<file path="src/rtl/wdog_pkg.sv">
package wdog_pkg;

    localparam int unsigned CTL_W = 8;

    typedef struct packed {
        logic       flag;
        logic       ien;
        logic       sel_hi;
        logic       win;
        logic       ren;
        logic [2:0] sel_lo;
    } wdog_ctl_t;

    function automatic logic [3:0] clamp_sel(input logic [3:0] s, input int unsigned mx);
        logic [3:0] lim;
        lim = mx[3:0];
        return (s > lim) ? lim : s;
    endfunction

endpackage

</file>
<file path="src/rtl/wdog_counter.sv">
module wdog_counter #(
    parameter int unsigned BASE_LOG2 = 11,
    parameter int unsigned SEL_MAX   = 9
) (
    input  logic       clk,
    input  logic       rst,
    input  logic       tick,
    input  logic       kick,
    input  logic [3:0] sel,
    output logic       tmo
);
    import wdog_pkg::*;

    localparam int unsigned CNT_W = BASE_LOG2 + SEL_MAX;

    logic [CNT_W-1:0] cnt;
    logic [CNT_W:0]   span;
    logic [CNT_W:0]   last;
    logic [3:0]       eff;

    always_comb begin
        eff  = clamp_sel(sel, SEL_MAX);
        span = {{CNT_W{1'b0}}, 1'b1} << (BASE_LOG2 + 32'(eff));
        last = span - 1'b1;
        tmo  = tick && !kick && ({1'b0, cnt} >= last);
    end

    always_ff @(posedge clk) begin
        if (rst || kick || tmo) cnt <= '0;
        else if (tick)          cnt <= cnt + 1'b1;
    end

endmodule

</file>
<file path="src/rtl/wdog_ctrl.sv">
module wdog_ctrl #(
    parameter int unsigned WIN_CYC = 4
) (
    input  logic       clk,
    input  logic       rst,
    input  logic       wd_cause,
    input  logic       wr,
    input  logic [7:0] wdata,
    input  logic       tmo,
    input  logic       ack,
    output logic       flag,
    output logic       ien,
    output logic       ren,
    output logic       win_open,
    output logic [3:0] sel
);
    import wdog_pkg::*;

    localparam int unsigned WIN_W = $clog2(WIN_CYC + 1);

    logic [WIN_W-1:0] win_cnt;
    wdog_ctl_t        wd;

    assign wd       = wdog_ctl_t'(wdata);
    assign win_open = (win_cnt != '0);

    always_ff @(posedge clk) begin
        if (rst) begin
            flag    <= 1'b0;
            ien     <= 1'b0;
            ren     <= wd_cause;
            sel     <= '0;
            win_cnt <= '0;
        end else begin
            if (wr) begin
                if (wd.flag) flag <= 1'b0;
                ien <= wd.ien;
                if (win_open) begin
                    sel     <= {wd.sel_hi, wd.sel_lo};
                    ren     <= wd.ren;
                    win_cnt <= '0;
                end else if (wd.win && wd.ren) begin
                    ren     <= 1'b1;
                    win_cnt <= WIN_W'(WIN_CYC);
                end else begin
                    ren <= ren | wd.ren;
                end
            end else if (win_open) begin
                win_cnt <= win_cnt - 1'b1;
            end
            if (ack) begin
                flag <= 1'b0;
                if (ren) ien <= 1'b0;
            end
            if (tmo && ien) flag <= 1'b1;
        end
    end

endmodule

</file>
<file path="src/rtl/wdog_irq_timer.sv">
module wdog_irq_timer #(
    parameter int unsigned BASE_LOG2 = 11,
    parameter int unsigned SEL_MAX   = 9,
    parameter int unsigned WIN_CYC   = 4
) (
    input  logic       clk,
    input  logic       rst,
    input  logic       wd_was_cause,
    input  logic       tick_en,
    input  logic       kick,
    input  logic       bus_wr,
    input  logic [7:0] bus_wdata,
    output logic [7:0] bus_rdata,
    input  logic       cpu_ie,
    input  logic       irq_ack,
    output logic       irq,
    output logic       sys_rst_req
);
    import wdog_pkg::*;

    logic       tmo_pulse;
    logic       flag_q, ien_q, ren_q, win_q;
    logic [3:0] sel_q;
    wdog_ctl_t  view;

    wdog_counter #(.BASE_LOG2(BASE_LOG2), .SEL_MAX(SEL_MAX)) u_cnt (
        .clk (clk),
        .rst (rst),
        .tick(tick_en),
        .kick(kick),
        .sel (sel_q),
        .tmo (tmo_pulse)
    );

    wdog_ctrl #(.WIN_CYC(WIN_CYC)) u_ctl (
        .clk     (clk),
        .rst     (rst),
        .wd_cause(wd_was_cause),
        .wr      (bus_wr),
        .wdata   (bus_wdata),
        .tmo     (tmo_pulse),
        .ack     (irq_ack),
        .flag    (flag_q),
        .ien     (ien_q),
        .ren     (ren_q),
        .win_open(win_q),
        .sel     (sel_q)
    );

    always_comb begin
        view.flag   = flag_q;
        view.ien    = ien_q;
        view.sel_hi = sel_q[3];
        view.win    = win_q;
        view.ren    = ren_q;
        view.sel_lo = sel_q[2:0];
        bus_rdata   = view;
        irq         = flag_q && ien_q && cpu_ie;
    end

    always_ff @(posedge clk) begin
        if (rst) sys_rst_req <= 1'b0;
        else     sys_rst_req <= tmo_pulse && ren_q && !ien_q;
    end

endmodule

</file>
<file path="config.mk">
export PLATFORM = sky130hd
export DESIGN_NAME = wdog_irq_timer
export DESIGN_NICKNAME = d
export VERILOG_FILES = /design/src/rtl/wdog_pkg.sv /design/src/rtl/wdog_counter.sv /design/src/rtl/wdog_ctrl.sv /design/src/rtl/wdog_irq_timer.sv
export SDC_FILE = /design/constraint.sdc
export NUM_CORES = 1
export LEC_CHECK = 0
export CAP_MARGIN = 20
export CORE_MARGIN = 5
export CORE_UTILIZATION = 30
export DETAILED_ROUTE_END_ITERATION = 12
export PLACE_DENSITY_LB_ADDON = 0.05
export RECOVER_POWER = 100
export SLEW_MARGIN = 0
export SYNTH_ARGS = -nofsm -noshare
export SYNTH_HDL_FRONTEND = slang
export SYNTH_SLANG_ARGS = --single-unit
</file>
<file path="constraint.sdc">
create_clock -name clk -period 4.1 [get_ports clk]
set_clock_uncertainty 0.15 [all_clocks]
set_input_delay 0.41 -clock clk [delete_from_list [all_inputs] [get_ports clk]]
set_output_delay 0.41 -clock clk [all_outputs]
set_load 0.005 [all_outputs]
</file>
## Yosys cells after proc, flatten, opt, wreduce, memory -nomap -nowiden

Index checks and enable logic that the tools add are counted.

- Add/sub/neg operators: 4
- $lt $le $gt $ge: 2
- Shifts and indexed selects: 1
- Multiplexer cells: 16
- Bitwise gates (word level): 1
- Reduce and logical (&&, ||, !) cells: 21

Operators with widths:

| operator | count |
|---|---|
| 1-bit by 32-bit << shifter with 21-bit output (first input constant) | 1 |
| 20-bit by 21-bit >= comparator with 1-bit output | 1 |
| 21-bit by 1-bit subtractor with 21-bit output (second input constant) | 1 |
| 20-bit by 1-bit adder with 20-bit output (second input constant) | 1 |
| 3-bit 2-to-1 mux | 4 |
| 1-bit 2-to-1 mux | 11 |
| 3-bit nonzero test | 3 |
| 1-bit logical AND | 8 |
| 2-bit AND reduction | 3 |
| 2-bit nonzero test | 3 |
| 4-bit by 4-bit adder with 5-bit output (first input constant) | 1 |
| 4-bit greater-than comparator (second input constant) | 1 |
| 4-bit 2-to-1 mux | 1 |
| 3-bit by 1-bit subtractor with 3-bit output (second input constant) | 1 |
| 1-bit logical NOT | 2 |
| 1-bit logical OR | 2 |
| 1-bit OR | 1 |

- Bits in registers: 31
- Input port bits: 16
- Output and inout bits: 10

## Longest topological paths before layout

Gate-level depths: netlist of run 1.

- Depth in word-level cells: 10
- Depth in mapped cells: 16
- Depth with buffers taken out: 14

## By module

A second synthesis of run 1 with hierarchy kept.

- Cell total of the unflattened synthesis: 305
- Area, all modules: 2507.4 um2

Modules (own cells, without submodules):

| module | times used | cells each | area an instance (um2) |
|---|---|---|---|
| wdog_counter | 1 | 242 | 1969.4 |
| wdog_ctrl | 1 | 56 | 467.9 |
| wdog_irq_timer | 1 | 7 | 70.1 |

## Worst setup path after synthesis of run 1

No wires, ideal clock.

- Kind: register to register
- Start: register u_ctl.sel[1]
- End: register u_cnt.cnt[0]
- Library setup time: 89 ps
- Arrival: 3516 ps
- Required time: 3861 ps
- Slack: 345 ps
- Cell stages (with the launch flop): 15
- Clock period less this slack: 3755 ps
- Path through: dfxtp_1 buf_6 nor2b_1 nor3_1 ha_1 clkbuf_1 a21oi_1 o32a_1 ha_1 a21o_1 a21oi_1 o221ai_1 a211o_1 clkbuf_1 a311oi_2

- Longest elaborated chain between the ends: 8

RTL lines:

| what | line | source |
|---|---|---|
| start: declaration | wdog_ctrl.sv:15 | `output logic [3:0] sel` |
| start signal: assignment | wdog_ctrl.sv:39 | `sel <= {wd.sel_hi, wd.sel_lo};` |
| 4-bit greater-than comparator | wdog_pkg.sv:17 | `return (s > lim) ? lim : s;` |
| 4-bit 2-to-1 mux * | wdog_pkg.sv:17 |  |
| 4-bit by 4-bit adder with 5-bit output * | wdog_counter.sv:23 | `span = {{CNT_W{1'b0}}, 1'b1} << (BASE_LOG2 + 32'(eff));` |
| 1-bit by 32-bit << shifter with 21-bit output * | wdog_counter.sv:23 |  |
| 21-bit by 1-bit subtractor with 21-bit output * | wdog_counter.sv:24 | `last = span - 1'b1;` |
| 20-bit by 21-bit >= comparator with 1-bit output * | wdog_counter.sv:25 | `tmo = tick && !kick && ({1'b0, cnt} >= last);` |
| 1-bit logical AND * | wdog_counter.sv:25 |  |
| 1-bit logical OR * | wdog_counter.sv:29 | `if (rst \|\| kick \|\| tmo) cnt <= '0;` |
| end signal: assignment | wdog_counter.sv:30 | `else if (tick) cnt <= cnt + 1'b1;` |
| end: declaration | wdog_counter.sv:16 | `logic [CNT_W-1:0] cnt;` |

Mark *: on every way between the ends. The rest lies on a longest branch, timed or not.
A chain may end at the register's enable or synchronous reset.

## Final worst setup path of run 1

- Start: register u_ctl.sel[3]
- End: register u_cnt.cnt[8]

The elaborated chain is that of the path after synthesis.

==> results of run 1 <==
==> worst max-delay path, delay by kind of cell, from the launching register on <==
family	cells	cell delay (ps)
fa+ha+maj	2	550
flops	1	500
buf+inv	1	170
compound gates	7	1550
simple gates	3	690
==> through the flow <==
step,area [um^2],std cells
final,2910,418
after global routing,2910,418
after CTS,3000,418
after detailed placement,2920,410
after global placement,2920,410
after floorplan,2550,292
==> layer usage <==
metal / vias up / track usage [%] / wire (um)
met3: 11 / 2.53 / 161
met5: - / 0 / 0
met1: 997 / 19.3 / 3510
met2: 30 / 20.5 / 2870
met4: 0 / 4.04 / 110
li1: 1121 / - / -
==> power by group <==
group / switching [mW] / internal (mW) / total, mW
Clock: 0.123 / 0.119 / 0.241
Sequential: 0.0217 / 0.327 / 0.348
Combinational: 0.494 / 0.309 / 0.803
Total: 0.639 / 0.754 / 1.39
==> cell families after synthesis <==
| kind of cell | Yosys count |
|---|---|
| buffers and inverters | 36 |
| muxes | 3 |
| xor gates and xnor gates | 23 |
| DFF | 31 |
| and+or+nand+nor | 86 |
| other | 2 |
| AOI/OAI and AO/OA | 81 |
| adders and majority gates | 26 |
==> state kept, by name (all words and copies together), names as in the netlist <==
signal,flops
sys_rst_req,1
u_cnt.cnt,20
u_ctl.flag,1
u_ctl.ien,1
u_ctl.ren,1
u_ctl.sel,4
u_ctl.win_cnt,3
==> what timing repair did <==
item	4_1_cts	5_1_grt
hold endpoints to repair	0	0
resized for setup	0	1
endpoints found under the setup margin	0	2
buffers inserted	0	0
==> cell usage in the layout, fill, tap and decap left out, types with 3 or more instances in the layout <==
master	synthesis	final
nor4_1	5	5
ha_1	26	26
a311oi_1	0	13
xor2_1	10	10
buf_4	4	5
nor3_1	10	9
clkdlybuf4s50_1	0	17
inv_1	14	14
clkbuf_8	0	5
nand4_1	8	8
nor2b_1	5	5
o211a_1	4	4
o21ai_0	8	8
nand2_1	18	18
clkbuf_1	14	4
a311oi_2	20	7
a31oi_1	3	3
nand3_1	11	11
or2_2	4	4
and4_1	6	6
dfxtp_1	30	30
a211oi_1	4	4
conb_1	2	6
xnor2_1	13	13
a21oi_1	19	19
nor2_1	10	10
o21a_1	5	5
dlygate4sd3_1	0	8
==> path summary, 6_finish.rpt <==
kind                          from               end  cells after the start
setup / recovery      u_ctl.sel[3]      u_cnt.cnt[8]                     13
setup reg to reg      u_ctl.sel[3]      u_cnt.cnt[8]                     13
hold / removal    u_ctl.win_cnt[0]  u_ctl.win_cnt[0]                      2
hold reg to reg   u_ctl.win_cnt[0]  u_ctl.win_cnt[0]                      2
==> final cells by class <==
cell class	count	area (um^2)	share of cell area (%)
Timing Repair Buffer	35	330	11.4
Clock buffer	6	72.6	2.50
Clock inverter	2	12.5	0.431
Sequential cell	31	631	21.7
Inverter	14	52.6	1.81
Tap cell	105	131	4.52
Multi-Input combinational cell	225	1680	57.7
==> impl_metrics.csv, run 1 <==
group,metric,value,unit
sta,worst_slew_margin_rel,57.1,%
final_layout,area.growth.synth_to_final,14.4,%
grt,grt_max_degree,23,
route,detail_route.drc_violations,0,
worst_setup_path,worst-r2r-setup-slack,360,ps
sta,max_freq,267,MHz
sta,fin_crit_sh,91.2,%
logic_synthesis,synth_simple_gate_area_share,18.1,%
clock_network,worstSkewPairLatency,280,ps
grt,grt_first_pass_wirelength,11100,um
sta,hold_slack,377,ps
logic_synthesis,synth_enable_flop_cells,1,
die,rows,33,
sta,report.final.hold_viol_count,0,
power_and_ir_drop,post-layout-total-power,1.39,mW
worst_setup_path,worstSetupStartpointType,"register",
logic_synthesis,async_flop_share,0,%
die,initial_utilization,30.9,%
route,drt-pass1-iter-count,4,
worst_setup_path,critPathArrivalTime,3770,ps
grt,antenna_found_initial,0,
grt,number_of_global_route_vias_before_repair,2193,
worst_setup_path,critPathMaxFanout,22,
logic_synthesis,yosys-top-cells-area,"dfxtp_1 24%, ha_1 13%, a311oi_2 12%",
logic_synthesis,synth_adder_area_share,12.8,%
sta,setup_violations,0,
die,num_io_pins,26,
logic_synthesis,yosys.cell_types.count,48,
worst_setup_path,critical_path_class,"register to register",
route,drt-vias-per-instance,5.17,
logic_synthesis,post_synth_xor_area_fraction,7.93,%
power_and_ir_drop,ir_worst_vdd,0.196,mV
die,die-height,102,um
sta,worst_pin_slew,644,ps
power_and_ir_drop,power.static_leakage,1.13,nW
logic_synthesis,synth_compound_area_share,28.0,%
die,die_w,102,um
logic_synthesis,ys_seq_elements,31,
final_layout,insertedDiodeCount,0,
sta,period_needed,3740,ps
logic_synthesis,synthTopCellsByCount,"30 x dfxtp_1, 26 x ha_1, 20 x a311oi_2, 19 x a21oi_1, 18 x nand2_1",
worst_setup_path,critical-path-slowest-cell,"dfxtp_1",
route,totalWireLength,6650,um
final_layout,n_fill_cell,870,
logic_synthesis,post_synth_inst_count,288,
worst_setup_path,cp_cell_sequence,"nor2b_1, nor3_2, ha_1, buf_4, o21ai_0, o21ai_0, a21oi_1, ha_1, o21a_1, o21a_1, or2_2, a32o_2, a311oi_1",
logic_synthesis,synth.avg_cell_area,8.82,um^2
placed_design,globalplace.congestion,0.779,
clock_network,cts_tree,"built",
sta,slew_violations,0,
die,fp.dieArea,10400,um^2
worst_setup_path,critical_path_required,4130,ps
sta,rsz0062_at_grt,"false",
logic_synthesis,dominant_combinational_cell_family_by_area_after_synthesis,"compound AO/OA/AOI/OAI gates",
logic_synthesis,synth.most_common_cell,"dfxtp_1",
logic_synthesis,seq_area_frac_synth,24.8,%
final_layout,final_core_utilization,35.4,%
logic_synthesis,synth_ff_type,"dfxtp_1",
logic_synthesis,synth_warnings,0,
clock_network,clk_path_buf_depth,2,
route,detailroute.via_count,2159,
logic_synthesis,synth_area,2540,um^2
logic_synthesis,yosys-mux-area-fraction,1.23,%
job,max_cap_violations,0,
status,outcome,"complete, no violations",
placed_design,place_worst_setup_slack,232,ps
clock_network,cts.sink_count,31,
logic_synthesis,post-synth-top-area-cell,"dfxtp_1",
clock_network,root_buffer_master,"clkbuf_8",
placed_design,hpwl_dp,4890,um
min_path,min_path_type,"register to register",
clock_network,cts_buffers,5,
final_layout,layout.nets,354,
placed_design,port-buffer-count,25,
die,coreArea,8220,um^2
route,average_wire_per_cell_in_the_routed_design,15.9,um
sta,layout_setup_ws,361,ps
power_and_ir_drop,power.density,479,nW/um^2
route,antenna_violating_nets_post_route,0,
clock_network,cts-hold-fix-buffers,0,
grt,globalRouteTotalUtil,13.5,%
worst_setup_path,cp-end-kind,"register",
clock_network,cts-htree-levels,2,
sta,fin_setup_tns,0,ps
grt,grt-ovfl-total,0,
logic_synthesis,synth_top_area_share,23.6,%
worst_setup_path,critPathMaxStageDelay,500,ps
route,detailedRoute.firstIterationViolations,93,
final_layout,drive_gt1_share,9.27,%
clock_network,cts.reportedPaths.clkPinSlew,70,ps
No activity file was read; power rests on OpenSTA's default activity.
==> inputs of run 2 (changes only) <==
- DONT_BUFFER_PORTS: not set -> 1
==> run 2 against run 1 <==
Worst hold slack lost 340 ps. Register-to-register slack gained 50 ps. Critical path type unchanged. Routed wire length shrank 5.9%. Clock-buffer cell count grew 1. Clock power grew 14%. First-iteration DRC count shrank 18%. Final cell count shrank 6.2%. Sequential share of layout area grew 1.7 points. Combinational power shrank 4.9%.
==> impl_metrics.csv, run 2 (same netlist as run 1, synthesis figures left out) <==
group,metric,value,unit
power_and_ir_drop,relative_contribution_of_the_clock_network_to_total_power,19.9,%
worst_setup_path,worstPathBufferInverterCount,1,
min_path,min_path_type,"input pin to register",
clock_network,cts.reportedPaths.clkPinSlew,80,ps
worst_setup_path,cp-end-kind,"register",
sta,setup_violations,0,
clock_network,cts.sink_count,31,
final_layout,area.growth.synth_to_final,5.96,%
worst_setup_path,critPathMaxFanout,22,
final_layout,layout.nets,328,
grt,grt_first_pass_wirelength,10400,um
grt,grt-ovfl-total,0,
worst_setup_path,cp_cell_sequence,"nor2b_1, nor3_2, ha_1, buf_4, o21ai_0, o21ai_0, a21oi_1, ha_1, o21a_1, o21a_1, or2_2, a32o_2, a311oi_1",
job,max_cap_violations,0,
final_layout,drive_gt1_share,11.1,%
worst_setup_path,critical_path_class,"register to register",
route,drt-vias-per-instance,5.27,
route,detail_route.drc_violations,0,
sta,rsz0062_at_grt,"false",
sta,max_freq,271,MHz
worst_setup_path,critical_path_required,4130,ps
status,outcome,"complete, no violations",
route,totalWireLength,6260,um
die,initial_utilization,30.9,%
power_and_ir_drop,p_sw_share,45.4,%
grt,grt_max_degree,23,
sta,worst_pin_slew,662,ps
clock_network,cts_buffers,5,
worst_setup_path,critPathArrivalTime,3710,ps
power_and_ir_drop,power.density,515,nW/um^2
power_and_ir_drop,post-layout-total-power,1.38,mW
power_and_ir_drop,share_seq_of_total_power,25.0,%
worst_setup_path,cp_top_family,"compound AO/OA/AOI/OAI gates",
worst_setup_path,worst-r2r-setup-slack,420,ps
route,antenna_violating_nets_post_route,0,
worst_setup_path,r2r_start,"u_ctl.sel[3]",
final_layout,reg_top3,"u_cnt.cnt x20, u_ctl.sel x4, u_ctl.win_cnt x3",
final_layout,insertedDiodeCount,0,
sta,report.final.hold_viol_count,0,
final_layout,final-seq-area,631,um^2
grt,number_of_global_route_vias_before_repair,1976,
power_and_ir_drop,cellInternalPower,0.756,mW
sta,slew_violations,0,
route,detailedRoute.firstIterationViolations,76,
placed_design,globalplace.congestion,0.756,
worst_setup_path,r2r.worst_path.cells,13,
sta,period_needed,3680,ps
clock_network,worstSkewPairLatency,280,ps
final_layout,mostFrequentLayoutCells,"30 x dfxtp_1, 26 x ha_1, 19 x a21oi_1",
min_path,worstHoldStart,"rst",
final_layout,finalInstanceArea,2690,um^2
power_and_ir_drop,combinational_fraction_of_design_power,55.1,%
worst_setup_path,worstSetupStartpointType,"register",
route,average_wire_per_cell_in_the_routed_design,16.0,um
power_and_ir_drop,net-switching-power,0.629,mW
min_path,timing.hold.worst_endpoint,"u_ctl.sel[0]",
grt,antenna_found_initial,0,
die,die-height,102,um
sta,worst_slew_margin_rel,55.9,%
clock_network,cts-htree-levels,2,
final_layout,regMostFlops,"u_cnt.cnt",
grt,globalRouteTotalUtil,12.6,%
min_path,hold_depth,1,
final_layout,final_common_cell,"dfxtp_1",
die,coreArea,8220,um^2
sta,fin_setup_tns,0,ps
die,num_io_pins,26,
power_and_ir_drop,ir_worst_vdd,0.240,mV
clock_network,root_buffer_master,"clkbuf_8",
placed_design,port-buffer-count,0,
placed_design,hpwl_dp,4700,um
power_and_ir_drop,power.static_leakage,1.03,nW
worst_setup_path,critical-path-slowest-cell,"a32o_2",
route,detailroute.via_count,2065,
placed_design,place_area,2660,um^2
final_layout,multi_input_comb_area,1690,um^2
final_layout,n_fill_cell,875,
clock_network,cts_tree,"built",
final_layout,flip_flop_count_of_the_largest_register_all_copies_and_words_added,20,
worst_setup_path,critPathMaxStageDelay,460,ps
die,fp.dieArea,10400,um^2
die,rows,33,
clock_network,clk_path_buf_depth,2,
clock_network,cts_setup_buffers,0,
die,die_w,102,um
worst_setup_path,r2r-end,"u_cnt.cnt[0]",
sta,fin_crit_sh,89.9,%
route,drt-pass1-iter-count,4,
[run 2: changes by cell type in the layout (fill, tap and decap cells not counted)]
cell | previous run | this run
clkbuf_8 | 5 | 7
clkdlybuf4s50_1 | 17 | 0
a311oi_2 | 7 | 9
buf_6 | 1 | 0
buf_12 | 1 | 2
clkbuf_1 | 4 | 2
clkinv_2 | 1 | 0
a311oi_1 | 13 | 11
dlygate4sd3_1 | 8 | 0
[run 2: worst max-delay path by stage]
stage,start,endpoint,slack [ps],cells after the start
2_1_floorplan,u_ctl.sel[1],u_cnt.cnt[0],340,14
3_3_place_gp,u_ctl.sel[3],u_ctl.flag,330,14
3_5_place_dp,u_ctl.sel[3],u_ctl.flag,280,13
4_1_cts,u_ctl.sel[3],u_cnt.cnt[0],250,13
5_1_grt,u_ctl.sel[3],u_cnt.cnt[0],80,13
6_report,u_ctl.sel[3],u_cnt.cnt[0],420,13
[run 2: layout make-up]
cell class / instances / area share [%]
Clock buffer: 7 / 3.58
Clock inverter: 1 / 0.279
Inverter: 14 / 1.95
Multi-Input combinational cell: 225 / 62.7
Sequential cell: 31 / 23.4
Tap cell: 105 / 4.88
Timing Repair Buffer: 9 / 3.16
[run 2: per-layer routing]
| metal | track usage, % | wire [um] | vias up |
|---|---|---|---|
| li1 | - | - | 1072 |
| met1 | 18.2 | 3280 | 956 |
| met2 | 18.4 | 2690 | 31 |
| met3 | 3.07 | 229 | 6 |
| met4 | 3.83 | 65 | 0 |
| met5 | 0 | 0 | - |
[run 2: timing repair]
| item | 4_1_cts | 5_1_grt |
|---|---|---|
| endpoints found under the setup margin | 0 | 22 |
| gates resized for setup | 0 | 1 |
| hold buffers | 0 | 0 |
[run 2: per-stage QoR]
stage                     setup WS [ps]  hold slack (ps)  std cells  util, %
final                               415             36.3        392     32.8
after global routing               82.0             19.0        392     32.8
after CTS                           247             28.3        392     33.6
after detailed placement            282              330        384     32.4
after global placement              334              325        384     32.4
after floorplan                     345              307        292        -
[run 2: power by group through the flow]
stage	clock network, mW	logic [mW]	registers (mW)
4_1_cts	0.284	0.805	0.346
5_1_grt	0.299	0.862	0.349
6_report	0.275	0.764	0.346
3_3_place_gp	0	0.808	0.353
3_5_place_dp	0	0.801	0.353
2_1_floorplan	0	0.656	0.353
